File: src/rtl/ifc_pkg.sv
// Package: shared types of the interrupt flush controller.
// Assumes: nothing beyond IEEE 1800-2017.
package ifc_pkg;

    // Controller phases: normal flow, entry drain, inside a service routine.
    typedef enum logic [1:0] {
        ST_RUN     = 2'd0,
        ST_DRAIN   = 2'd1,
        ST_SERVICE = 2'd2
    } ctl_state_e;

endpackage

File: src/rtl/ifc_pending.sv
// Module: ifc_pending
// Latches interrupt request bits and offers the lowest-numbered pending one.
// Assumes: take is asserted only while any_pend is high; a request arriving
// in the cycle its own line is taken stays pending.
module ifc_pending #(
    parameter int NIRQ = 8,
    parameter int IDW  = 3
) (
    input  logic            clk,
    input  logic            rst_n,
    input  logic [NIRQ-1:0] req,
    input  logic            take,
    output logic            any_pend,
    output logic [IDW-1:0]  pick_id
);

    logic [NIRQ-1:0] pend;
    logic [NIRQ-1:0] clr;

    // Purpose: choose the lowest-numbered pending line.
    always_comb begin
        pick_id = '0;
        for (int i = NIRQ - 1; i >= 0; i--) begin
            if (pend[i]) pick_id = IDW'(i);
        end
    end

    // Purpose: form the clear mask for the line being taken.
    always_comb begin
        for (int i = 0; i < NIRQ; i++) begin
            clr[i] = take && (IDW'(i) == pick_id);
        end
    end

    // Purpose: hold pending requests until they are accepted.
    always_ff @(posedge clk) begin
        if (!rst_n) pend <= '0;
        else        pend <= (pend & ~clr) | req;
    end

    assign any_pend = |pend;

endmodule

File: src/rtl/ifc_pipe.sv
// Module: ifc_pipe
// Valid bits and address tags of an in-order pipeline that advances every
// cycle. A flush clears the stages before the commit stage and stops the
// youngest pre-commit entry from entering it. Also computes the resume
// address to save if a flush happens now.
// Assumes: tags are not reset; only valid bits carry meaning after reset.
module ifc_pipe #(
    parameter int STAGES = 8,
    parameter int COMMIT = 3,
    parameter int AW     = 16
) (
    input  logic          clk,
    input  logic          rst_n,
    input  logic          fetch_en,
    input  logic [AW-1:0] fetch_addr,
    input  logic          flush,
    output logic          retire_valid,
    output logic [AW-1:0] retire_addr,
    output logic [AW-1:0] resume_addr
);

    logic          vld [STAGES];
    logic [AW-1:0] tag [STAGES];

    genvar g;
    generate
        for (g = 0; g < STAGES; g++) begin : g_stage
            if (g == 0) begin : g_head
                // Purpose: load the first fetch stage.
                always_ff @(posedge clk) begin
                    if (!rst_n) vld[0] <= 1'b0;
                    else        vld[0] <= fetch_en;
                end
                // Purpose: capture the fetched address.
                always_ff @(posedge clk) begin
                    if (fetch_en) tag[0] <= fetch_addr;
                end
            end else begin : g_body
                localparam bit KILLABLE = (g <= COMMIT);
                // Purpose: advance the valid bit, dropping it on a flush.
                always_ff @(posedge clk) begin
                    if (!rst_n) vld[g] <= 1'b0;
                    else        vld[g] <= vld[g-1] && !(flush && KILLABLE);
                end
                // Purpose: advance the address tag.
                always_ff @(posedge clk) begin
                    tag[g] <= tag[g-1];
                end
            end
        end
    endgenerate

    // Purpose: oldest pre-commit entry, else successor of youngest committed.
    always_comb begin
        resume_addr = fetch_addr;
        for (int i = STAGES - 1; i >= COMMIT; i--) begin
            if (vld[i]) resume_addr = tag[i] + AW'(1);
        end
        for (int i = 0; i < COMMIT; i++) begin
            if (vld[i]) resume_addr = tag[i];
        end
    end

    assign retire_valid = vld[STAGES-1];
    assign retire_addr  = tag[STAGES-1];

endmodule

File: src/rtl/ifc_resume_stack.sv
// Module: ifc_resume_stack
// Last-in first-out store of resume addresses, one slot per nesting level.
// Assumes: push is never asserted when full, pop never when empty, and the
// two are never asserted together.
module ifc_resume_stack #(
    parameter int DEPTH = 4,
    parameter int AW    = 16
) (
    input  logic          clk,
    input  logic          rst_n,
    input  logic          push,
    input  logic          pop,
    input  logic [AW-1:0] din,
    output logic [AW-1:0] top,
    output logic          nonempty,
    output logic          full,
    output logic          single
);

    localparam int LW = $clog2(DEPTH + 1);

    logic [LW-1:0] level;
    logic [AW-1:0] slot [DEPTH];

    genvar g;
    generate
        for (g = 0; g < DEPTH; g++) begin : g_slot
            // Purpose: write this slot when it is the next free one.
            always_ff @(posedge clk) begin
                if (push && level == LW'(g)) slot[g] <= din;
            end
        end
    endgenerate

    // Purpose: track the number of stored addresses.
    always_ff @(posedge clk) begin
        if (!rst_n)    level <= '0;
        else if (push) level <= level + LW'(1);
        else if (pop)  level <= level - LW'(1);
    end

    // Purpose: present the most recently pushed address.
    always_comb begin
        top = '0;
        for (int i = 0; i < DEPTH; i++) begin
            if (LW'(i + 1) == level) top = slot[i];
        end
    end

    assign nonempty = (level != '0);
    assign full     = (level == LW'(DEPTH));
    assign single   = (level == LW'(1));

endmodule

File: src/rtl/irq_flush_ctl.sv
// Module: irq_flush_ctl (top)
// Interrupt response of an eight-stage in-order pipeline: accept a pending
// request, discard the stages before the commit point, let committed work
// drain for a fixed count, redirect fetch to the service routine, and on
// return refetch from the saved resume address.
// Assumes: fetch is sequential, one instruction per cycle, no stalls;
// service routine entry = irq_vector + VEC_STRIDE * line.
module irq_flush_ctl
    import ifc_pkg::*;
#(
    parameter int NIRQ         = 8,
    parameter int AW           = 16,
    parameter int NEST_DEPTH   = 4,
    parameter int VEC_STRIDE   = 16,
    parameter int unsigned RESET_ADDR = 32'h0100,
    parameter int IDW          = (NIRQ > 1) ? $clog2(NIRQ) : 1
) (
    input  logic            clk,
    input  logic            rst_n,
    input  logic [NIRQ-1:0] irq_req,
    input  logic [AW-1:0]   irq_vector,
    input  logic            nest_enable,
    input  logic            ret_pulse,
    output logic            irq_ack,
    output logic [IDW-1:0]  ack_id,
    output logic            fetch_redirect,
    output logic [AW-1:0]   redirect_addr,
    output logic            in_service,
    output logic            retire_valid,
    output logic [AW-1:0]   retire_addr
);

    localparam int STAGES    = 8;
    localparam int COMMIT    = 3;
    localparam int DRAIN_LEN = STAGES - COMMIT - 1;
    localparam int CW        = $clog2(DRAIN_LEN + 1);

    ctl_state_e    state;
    logic [CW-1:0] cnt;
    logic [AW-1:0] pc;
    logic [AW-1:0] isr_addr;

    logic           any_pend;
    logic [IDW-1:0] pick_id;
    logic           take, do_ret, drain_done, flush;
    logic           fetch_en;
    logic [AW-1:0]  fetch_addr;
    logic [AW-1:0]  resume_addr;
    logic [AW-1:0]  stk_top;
    logic           stk_nonempty, stk_full, stk_single;

    // Purpose: decide acceptance, return and end of drain for this cycle.
    always_comb begin
        do_ret     = (state == ST_SERVICE) && ret_pulse;
        drain_done = (state == ST_DRAIN) && (cnt == '0);
        take       = any_pend && !do_ret &&
                     ((state == ST_RUN) ||
                      ((state == ST_SERVICE) && nest_enable && !stk_full));
        flush      = take || do_ret;
    end

    // Purpose: choose what, if anything, enters the first fetch stage.
    always_comb begin
        fetch_en = !take && ((state != ST_DRAIN) || drain_done);
        if (drain_done)  fetch_addr = isr_addr;
        else if (do_ret) fetch_addr = stk_top;
        else             fetch_addr = pc;
    end

    // Purpose: sequence run, drain and service phases.
    always_ff @(posedge clk) begin
        if (!rst_n) begin
            state <= ST_RUN;
            cnt   <= '0;
        end else begin
            case (state)
                ST_RUN: if (take) begin
                    state <= ST_DRAIN;
                    cnt   <= CW'(DRAIN_LEN - 1);
                end
                ST_DRAIN: begin
                    if (drain_done) state <= ST_SERVICE;
                    else            cnt   <= cnt - CW'(1);
                end
                ST_SERVICE: begin
                    if (do_ret && stk_single) state <= ST_RUN;
                    else if (take) begin
                        state <= ST_DRAIN;
                        cnt   <= CW'(DRAIN_LEN - 1);
                    end
                end
                default: state <= ST_RUN;
            endcase
        end
    end

    // Purpose: keep the next sequential fetch address.
    always_ff @(posedge clk) begin
        if (!rst_n)        pc <= AW'(RESET_ADDR);
        else if (fetch_en) pc <= fetch_addr + AW'(1);
    end

    // Purpose: capture the routine entry address at acceptance.
    always_ff @(posedge clk) begin
        if (!rst_n)    isr_addr <= '0;
        else if (take) isr_addr <= irq_vector + AW'(pick_id) * AW'(VEC_STRIDE);
    end

    // Purpose: register the acknowledge and redirect outputs.
    always_ff @(posedge clk) begin
        if (!rst_n) begin
            irq_ack        <= 1'b0;
            ack_id         <= '0;
            fetch_redirect <= 1'b0;
            redirect_addr  <= '0;
        end else begin
            irq_ack        <= take;
            fetch_redirect <= drain_done || do_ret;
            if (take) ack_id <= pick_id;
            if (drain_done || do_ret) redirect_addr <= fetch_addr;
        end
    end

    ifc_pending #(.NIRQ(NIRQ), .IDW(IDW)) u_pend (
        .clk      (clk),
        .rst_n    (rst_n),
        .req      (irq_req),
        .take     (take),
        .any_pend (any_pend),
        .pick_id  (pick_id)
    );

    ifc_pipe #(.STAGES(STAGES), .COMMIT(COMMIT), .AW(AW)) u_pipe (
        .clk          (clk),
        .rst_n        (rst_n),
        .fetch_en     (fetch_en),
        .fetch_addr   (fetch_addr),
        .flush        (flush),
        .retire_valid (retire_valid),
        .retire_addr  (retire_addr),
        .resume_addr  (resume_addr)
    );

    ifc_resume_stack #(.DEPTH(NEST_DEPTH), .AW(AW)) u_stack (
        .clk      (clk),
        .rst_n    (rst_n),
        .push     (take),
        .pop      (do_ret),
        .din      (resume_addr),
        .top      (stk_top),
        .nonempty (stk_nonempty),
        .full     (stk_full),
        .single   (stk_single)
    );

    assign in_service = stk_nonempty;

endmodule

File: config.mk
export PLATFORM = sky130hd
export DESIGN_NAME = irq_flush_ctl
export DESIGN_NICKNAME = d
export VERILOG_FILES = /design/src/rtl/ifc_pkg.sv /design/src/rtl/ifc_pending.sv /design/src/rtl/ifc_pipe.sv /design/src/rtl/ifc_resume_stack.sv /design/src/rtl/irq_flush_ctl.sv
export SDC_FILE = /design/constraint.sdc
export NUM_CORES = 1
export LEC_CHECK = 0
export BUFFER_PORTS_ARGS = -buffer_cell sky130_fd_sc_hd__buf_4
export CAP_MARGIN = 20
export CORE_MARGIN = 4
export CORE_UTILIZATION = 45
export CTS_CLUSTER_DIAMETER = 30
export DETAILED_ROUTE_END_ITERATION = 10
export PLACE_DENSITY = 0.6
export RECOVER_POWER = 25
export SLEW_MARGIN = 30
export SYNTH_ARGS = -nofsm -noshare
export SYNTH_HDL_FRONTEND = slang
export SYNTH_HIERARCHICAL = 1
export SYNTH_SLANG_ARGS = --single-unit
export TNS_END_PERCENT = 100
File: constraint.sdc
create_clock -name clk -period 5.75 [get_ports clk]
set_input_delay 1.15 -clock clk [delete_from_list [all_inputs] [get_ports clk]]
set_output_delay 1.15 -clock clk [all_outputs]
set_load 0.02 [all_outputs]
### Yosys cells after proc, flatten, opt, wreduce, memory -nomap -nowiden

Memories as Yosys holds them, arrays and structs flattened.
Cells that the tools add are included.

* bits in registers: 69
* memory bits (writable): 200
* bits of input ports: 28
* logic and storage cells: 159
* memories: 3

Memory list
* u_pipe.tag: depth 8, bits a word 16, read ports 8, clocked after memory_dff 0, write ports 8, RTL line ifc_pipe.sv:23 `logic [AW-1:0] tag [STAGES];`
* u_stack.slot: depth 4, bits a word 16, read ports 4, clocked after memory_dff 0, write ports 1, RTL line ifc_resume_stack.sv:23 `logic [AW-1:0] slot [DEPTH];`
* u_pipe.vld: depth 8, bits a word 1, read ports 8, clocked after memory_dff 0, write ports 8, RTL line ifc_pipe.sv:22 `logic vld [STAGES];`

* add/subtract/negate cells: 10
* equality and inequality tests: 21
* mux-type cells: 61
* bitwise operators: 11
* reductions and logical operators: 43

Operators with widths (count)
* 16-bit two-way mux: 17
* 16-bit by 1-bit adder with 16-bit output, second input constant: 6
* 16-bit OR reduction: 3
* 3-bit two-way mux: 13
* 1-bit logical AND: 23
* 1-bit two-way mux: 23
* 16-bit by 7-bit adder with 16-bit output: 1
* 3-bit == test, first input constant: 5
* 2-bit by 3-bit == test with 1-bit output, first input constant: 4
* 2-bit two-way mux: 6
* 3-bit zero test: 3
* 3-bit one-hot mux with 3 select lines: 1
* 8-bit bitwise AND: 1
* 8-bit inverter: 1
* 1-bit OR: 8
* 8-bit OR: 1
* 8-bit OR reduction: 1
* 1-bit by 3-bit == test with 1-bit output, first input constant: 2
* 3-bit by 2-bit == test with 1-bit output, second input constant: 2
* 2-bit inequality test, second input constant: 3
* 2-bit one-hot mux with 3 select lines: 1
* 3-bit nonzero test: 2
* 3-bit by 1-bit subtractor with 3-bit output, second input constant: 2
* 1-bit zero test: 4
* 10 further kinds: 13

### Longest topological paths before layout

Gate-level depths: netlist of run 1.

* depth after elaboration: 18
* depth in mapped cells: 15
* depth with buffers taken out: 14

### Hierarchy

Netlist of run 1, hierarchy kept.

By module, submodules not included
* ifc_pipe: instances 1, cells each 576, area an instance 5652.9 µm²
* irq_flush_ctl: instances 1, cells each 390, area an instance 3086.7 µm²
* ifc_resume_stack: instances 1, cells each 169, area an instance 2645.0 µm²
* ifc_pending: instances 1, cells each 45, area an instance 386.6 µm²

### Worst setup path before layout of run 1

OpenSTA, ideal clock, no wires.

* path kind: reg2reg
* from: register u_stack.level[2]
* to: register pc[10]
* library setup time: 0.074 ns
* data arrival time: 3.404 ns
* data required time: 5.676 ns
* slack: 2.271 ns
* cell stages (with the launch flop): 16
* buffers on the path: 1
* period minus slack after synthesis: 3.479 ns
* path through: dfxtp_1 > inv_1 > ha_1 > clkbuf_8 > nor4b_4 > a22oi_1 > a31oi_1 > a22oi_1 > a21oi_1 > ha_1 > o21ai_0 > a21oi_1 > nand4_1 > or3_2 > or3_1 > a31oi_1

* word-level cells in the longest chain between the ends: 8
* elaborated cells between the ends (all ways): 18
* those cells by class: add/sub: 1; eq/ne: 5; mux: 6; reduce/logical: 6

Ends and longest elaborated chain
* from (decl): RTL line ifc_resume_stack.sv:22 `logic [LW-1:0] level;`
* from (signal assigned): RTL line ifc_resume_stack.sv:38 `else if (push) level <= level + LW'(1);`
* from (signal assigned): RTL line ifc_resume_stack.sv:39 `else if (pop) level <= level - LW'(1);`
* 1-bit by 3-bit == test with 1-bit output: RTL line ifc_resume_stack.sv:46 `if (LW'(i + 1) == level) top = slot[i];`
* 16-bit two-way mux (3 in series): RTL line ifc_resume_stack.sv:46
* 16-bit two-way mux *: RTL line ifc_resume_stack.sv:46
* net stk_top[0]: RTL line irq_flush_ctl.sv:49 `logic [AW-1:0] stk_top;`
* 16-bit two-way mux *: RTL line irq_flush_ctl.sv:66 `else if (do_ret) fetch_addr = stk_top;`
* 16-bit two-way mux *: RTL line irq_flush_ctl.sv:65 `if (drain_done) fetch_addr = isr_addr;`
* net fetch_addr[0]: RTL line irq_flush_ctl.sv:47 `logic [AW-1:0] fetch_addr;`
* 16-bit by 1-bit adder with 16-bit output *: RTL line irq_flush_ctl.sv:100 `else if (fetch_en) pc <= fetch_addr + AW'(1);`
* to (signal assigned): RTL line irq_flush_ctl.sv:99 `if (!rst_n) pc <= AW'(RESET_ADDR);`
* to (signal assigned): RTL line irq_flush_ctl.sv:100
* to (decl): RTL line irq_flush_ctl.sv:40 `logic [AW-1:0] pc;`

Mark *: on every way through the listed nets, which the timed path passes. The rest lies on a longest branch.
A chain may end at the register's enable or synchronous reset.

### Worst setup path after layout of run 1

Ends and elaborated chain as after synthesis.

==> results of run 1 <==
==> registers in the layout, summed over array words and instances, names as in the netlist <==
name and flops:
state 2, isr_addr 16, u_pend/pend 8, fetch_redirect 1
u_pipe/vld 8, redirect_addr 16, pc 16, ack_id 3
u_stack/slot 64, u_pipe/tag 128, u_stack/level 3, irq_ack 1
cnt 3
==> metal layers <==
metal	share of wire, %	wire length [um]	track usage (%)	up-vias
met4	3.6	1180	8.89	0
met3	7.6	2520	4.54	70
met2	46	15100	35.5	401
li1	-	-	-	4431
met1	43	14300	30.9	4375
met5	0	0	0	-
==> logic make-up after synthesis <==
family                   share of synthesized area (%)
multiplexers                                      1.02
XOR/XNOR                                          6.10
AND/OR/NAND/NOR                                   17.7
flip-flops                                        52.6
adder cells (fa/ha/maj)                           1.98
AO/OA/AOI/OAI                                     16.0
buffers and inverters                             4.68
==> per-stage QoR <==
step / std cells / area [um^2] / total power, W
4_1_cts: 1628 / 14400 / 0.00747
6_report: 1633 / 14400 / 0.00745
3_5_place_dp: 1521 / 12400 / 0.00416
5_1_grt: 1628 / 14400 / 0.00775
3_3_place_gp: 1521 / 12400 / 0.00414
2_1_floorplan: 1180 / 11800 / 0.00365
==> cells in the mapped netlist (3+ instances only) <==
cell type	instances
nor4_1	15
dfxtp_1	189
a31oi_1	24
a2111oi_0	5
mux2i_1	12
a211o_1	5
xor2_1	26
or3_1	9
nor3b_1	3
and3_1	15
a21oi_2	5
o2111ai_1	3
a221o_1	5
a21oi_1	67
o211ai_1	3
buf_2	7
inv_2	3
o22ai_1	11
nand3_1	40
nor2b_1	9
a22oi_1	37
ha_1	17
nor2_1	104
nand2b_1	8
edfxtp_1	80
or2_2	4
nand2_1	105
buf_4	17
and2_1	14
clkbuf_8	3
buf_6	5
a2bb2oi_1	4
o21ai_0	56
inv_1	38
a211oi_1	22
nor3_1	32
a221oi_1	7
xnor2_1	56
nand4_1	16
clkbuf_1	32
o21a_1	8
or4_1	3
==> worst max path at each step <==
stage                           startpoint      to  slack (ns)  cells after the start
final                     u_stack/level[2]  pc[10]        0.94                     14
after global routing      u_stack/level[2]  pc[10]        0.72                     14
after CTS                 u_stack/level[2]  pc[10]        1.01                     14
after detailed placement  u_stack/level[2]  pc[10]        1.06                     14
after global placement    u_stack/level[2]  pc[10]        1.21                     14
after floorplan           u_stack/level[2]  pc[10]        2.27                     15
==> power groups by stage <==
stage | Combinational [W] | Clock (W) | Sequential, W
2_1_floorplan | 0.000940 | 0 | 0.00271
3_5_place_dp | 0.00137 | 0 | 0.00279
6_report | 0.00140 | 0.00329 | 0.00277
3_3_place_gp | 0.00136 | 0 | 0.00278
5_1_grt | 0.00151 | 0.00343 | 0.00281
4_1_cts | 0.00138 | 0.00333 | 0.00276
==> layout make-up <==
cell class / instances / area, um^2 / share of cell area [%]
well taps: 330 / 413 / 2.87
diodes: 5 / 12.5 / 0.0869
clock buffers: 83 / 1770 / 12.3
flip-flops and latches: 269 / 6190 / 43.0
inverters: 42 / 158 / 1.09
multi-input cells: 802 / 5040 / 35.0
clock inverters: 24 / 231 / 1.61
repair buffers: 78 / 586 / 4.07
==> results.yml, run 1 <==
power_and_ir_drop:
  power_frac_clock_pct: 44.1
  p_sw_w: 0.00225
  combPwrFrac_pct: 18.7
  p_leak_nw: 5.51
  p_int_w: 0.00519
  switching_share_pct: 30.3
  ir_worst_vdd_v: 0.000251
  p_seq_share_pct: 37.1
  cellPowerDensity_nw_per_um2: 517
worst_setup_path:
  critPathRequiredTime_ns: 6.23
  regToRegSetupSlack_ns: 0.94
  regToRegEndpoint: "pc[10]"
  crit_family: "simple AND/OR/NAND/NOR gates"
  critPathKind: "reg2reg"
  cp.buffers_inverters: 1
  timing.rr.start: "u_stack/level[2]"
  path_cells: "inv_1 > ha_1 > nor4b_4 > a22oi_1 > a31oi_1 > a22oi_1 > a21oi_1 > ha_1 > o21ai_0 > a21oi_1 > nand4_1 > or3_2 > or3_1 > a31oi_1"
  endpoint_kind: "flop"
  cp-start-kind: "flop"
  worstPathMaxFanout: 19
  slowest_stage: "nor4b_4"
  cpPeakStageDelay_ns: 0.94
  cp_data_arrival_time_ns: 5.29
  r2r_cells: 14
cts:
  clkLatencyLatePin_ns: 0.56
  cts_tree: "built"
  cts_buffers: 57
  cts_setup_buffers: 0
  cts_hold_buf: 0
  cts-root-buf: "clkbuf_16"
  htree_levels: 2
  cts_resized: 0
  cts.path.max_buffers: 3
  clk_pin_slew_ns: 0.05
  clkSinkCount: 269
route:
  drt-vias-per-instance: 5.68
  wl_per_cell_um: 20.3
  drt_iter0_drc: 830
  drcViolationCount: 0
  vias: 9277
  antenna_left: 0
  drt_pass1_iterations: 5
  drt_wl_total_um: 33200
die:
  dieArea_um2: 28800
  coreArea_um2: 25500
  row_count: 58
  io_pins: 67
  initial_core_util_pct: 46.2
  die_h_um: 170
  die_w_um: 170
synth:
  yosysWarnings: 6
  synth-edff-count: 80
  synth_cells: 1180
  synth_area_leaders: "dfxtp_1 32%, edfxtp_1 20%, xnor2_1 4.2%"
  synth-seq-cells: 269
  synth_top_area_cell: "dfxtp_1"
  syn_area_um2: 11800
  syn_nets: 1226
  syn_avg_cell_area_um2: 9.98
  yosysSeqAreaShare_pct: 52.6
  synth_top_area_share_pct: 32.1
  synth_cell_types: 89
  synthFlopType: "dfxtp_1"
  synthArstFlopShare_pct: 0
sta:
  fin_skew_ns: 0.0143
  timing.final.crit_share_pct: 83.7
  timing.fmax_mhz: 208
  tns_ns: 0
  setup_violations: 0
  setup_ws_ns: 0.939
  post-route-min-period_ns: 4.81
  slew_violations: 0
  hold_viol: 0
  holdWs_ns: 0.344
  tightestPinTransition_ns: 1.01
  maxSlewHeadroom_pct: 32.7
  rsz0062_at_grt: "false"
flow_run:
  cap_violations: 0
layout:
  final_nets: 1296
  area_growth_pct: 22.4
  final_common_cell: "dfxtp_1"
  fillers: 2221
  final_util_pct: 56.5
  final_layout_size_suffix_gt1_share_pct: 16.8
  final_cell_mix: "189 x dfxtp_1, 105 x nand2_1, 103 x nor2_1, 80 x edfxtp_1, 78 x buf_4"
placement:
  detailed_place_hpwl_um: 23200
  dp_slack_ns: 1.06
  port_buffers: 66
  place.gp.congestion: 0.870
global_routing:
  grt_overflow: 0
  grt_usage_pct: 22.6
  grt_first_pass_wirelength_um: 51200
  antenna_found_initial: 0
  grt_max_degree: 47
  grt_pass1_vias: 9035
hold_path:
  hp-class: "reg2reg"
  whs_path_depth: 0
  whs_endpoint: "u_pipe/tag[0][57]"
  min_from: "u_pipe/tag[0][41]"
outcome:
  status: "finished, final reports clean"
(Power assumes the default switching activity.)
==> inputs of run 2 (changes only) <==
Settings changed: PLACE_DENSITY 0.6 to 0.62.
Clock period 5.75 ns to 3.9 ns, I/O delays scaled along.
==> results.yml, run 2 (synthesized netlist as in run 1, its figures left out) <==
route:
  drcViolationCount: 0
  vias: 9302
  drt_pass1_iterations: 5
  drt-vias-per-instance: 5.59
  drt_iter0_drc: 853
  wl_per_cell_um: 19.4
  drt_wl_total_um: 32300
  antenna_left: 0
cts:
  cts-root-buf: "clkbuf_16"
  clk_pin_slew_ns: 0.05
  cts.path.max_buffers: 3
  cts_setup_buffers: 0
  cts_buffers: 57
  clkSinkCount: 269
  htree_levels: 2
  clkLatencyLatePin_ns: 0.58
  cts_hold_buf: 0
  cts_tree: "built"
power_and_ir_drop:
  ir_worst_vdd_v: 0.000377
  power_w: 0.0112
  p_leak_nw: 5.70
  cellPowerDensity_nw_per_um2: 761
layout:
  final_common_cell: "dfxtp_1"
  final_area_um2: 14700
  largest_register_ffs: 128
  final_nets: 1330
  final_cell_mix: "188 x dfxtp_1, 109 x buf_4, 105 x nand2_1, 104 x nor2_1, 80 x edfxtp_1"
  final_layout_size_suffix_gt1_share_pct: 19.1
  area_growth_pct: 24.8
  fillers: 2161
  antennaDiodeCount: 0
  final_cells: 1663
  reg_top3: "u_pipe/tag x128, u_stack/slot x64"
  top_register: "u_pipe/tag"
hold_path:
  whs_path_depth: 0
  hp-class: "reg2reg"
  whs_endpoint: "u_pipe/tag[0][60]"
  min_from: "u_pipe/tag[0][44]"
sta:
  setup_violations: 0
  hold_viol: 0
  tns_ns: 0
  tightestPinTransition_ns: 0.982
  post-route-min-period_ns: 3.58
  fin_skew_ns: 0.0276
  slew_violations: 0
  maxSlewHeadroom_pct: 34.4
  timing.final.crit_share_pct: 91.9
  timing.fmax_mhz: 279
  rsz0062_at_grt: "false"
placement:
  place.gp.congestion: 0.897
  dp_cells: 1555
  detailed_place_hpwl_um: 22900
  port_buffers: 66
  place_area_um2: 12700
global_routing:
  grt_max_degree: 38
  grt_usage_pct: 21.9
  grt_overflow: 0
  grt_pass1_vias: 8882
  grt_first_pass_wirelength_um: 49600
  antenna_found_initial: 0
worst_setup_path:
  regToRegEndpoint: "u_stack/slot[0][8]"
  timing.rr.start: "u_stack/level[0]"
  cp-start-kind: "flop"
  critPathRequiredTime_ns: 4.17
  regToRegSetupSlack_ns: 0.32
  r2r_cells: 14
  critPathKind: "reg2reg"
  endpoint_kind: "flop"
  cp_data_arrival_time_ns: 3.85
  worstPathMaxFanout: 16
die:
  io_pins: 67
  row_count: 58
  die_w_um: 170
  coreArea_um2: 25500
  die_h_um: 170
  dieArea_um2: 28800
  initial_core_util_pct: 46.2
flow_run:
  cap_violations: 0
outcome:
  status: "finished, final reports clean"
## run 2: cell types whose count changed in the layout (fill, tap and decap cells not counted), sizes merged
cell,before,now
buf,78,112
diode,5,0
clkinv,13,22
inv,45,46
bufinv,3,6
clkinvlp,5,6
clkbuf,83,70
## run 2: repair_timing
action / CTS / global route
pin swaps: 0 / 0
resized for setup: 1 / 5
endpoints found under the setup margin: 4 / 13
## run 2: worst max-delay path by stage
| stage | slack [ns] | cells after the start | to | startpoint |
|---|---|---|---|---|
| floorplan | 0.42 | 15 | pc[10] | u_stack/level[2] |
| global placement | 0.06 | 13 | u_stack/slot[1][5] | u_stack/level[2] |
| detailed placement | -0.1 | 13 | u_stack/slot[1][5] | u_stack/level[2] |
| CTS | 0.05 | 13 | u_stack/slot[3][4] | u_stack/level[2] |
| global route | 0.1 | 15 | pc[10] | u_stack/level[2] |
| finish | 0.32 | 14 | u_stack/slot[0][8] | u_stack/level[0] |
## run 2: layout make-up
class,instances,area (um^2),area share (%)
clock inverters,38,412,2.80
repair buffers,112,878,5.98
flip-flops and latches,269,6190,42.1
multi-input cells,802,5060,34.5
inverters,42,158,1.07
well taps,330,413,2.81
clock buffers,70,1580,10.8
## run 2: through the flow
stage          util [%]  worst slack (ns)  hold slack [ns]
2_1_floorplan         -             0.421            0.331
3_5_place_dp       49.8           -0.0953            0.337
5_1_grt            57.7            0.0963            0.340
4_1_cts            57.6            0.0525            0.336
6_report           57.7             0.315            0.327
3_3_place_gp       49.8            0.0565            0.335
## run 2: worst max-delay path: stages (launching register included)
cell       delay [ns]
dfxtp_1          0.34
ha_1             0.21
ha_1             0.24
nor4b_4          0.28
buf_12           0.19
a22oi_1          0.08
a31oi_1          0.38
a22oi_1          0.16
nand2_1          0.12
o21ai_0          0.14
inv_1            0.23
nor3_1           0.10
nor3_2           0.27
nand4_1          0.23
o2111ai_1        0.32
## run 2: layer usage
metal / vias to the layer above / GRT usage (%) / share of wire, %
met2: 369 / 33.4 / 44
met5: - / 0 / 0
met1: 4360 / 30.3 / 44
li1: 4503 / - / -
met4: 0 / 9.21 / 3.8
met3: 70 / 4.80 / 7.6
## run 2: report_power, final
| part | internal (W) | switching, W | leakage, nW |
|---|---|---|---|
| logic | 0.000882 | 0.00137 | 2.39 |
| clock network | 0.00328 | 0.00157 | 0.977 |
| registers | 0.00359 | 0.000472 | 2.33 |
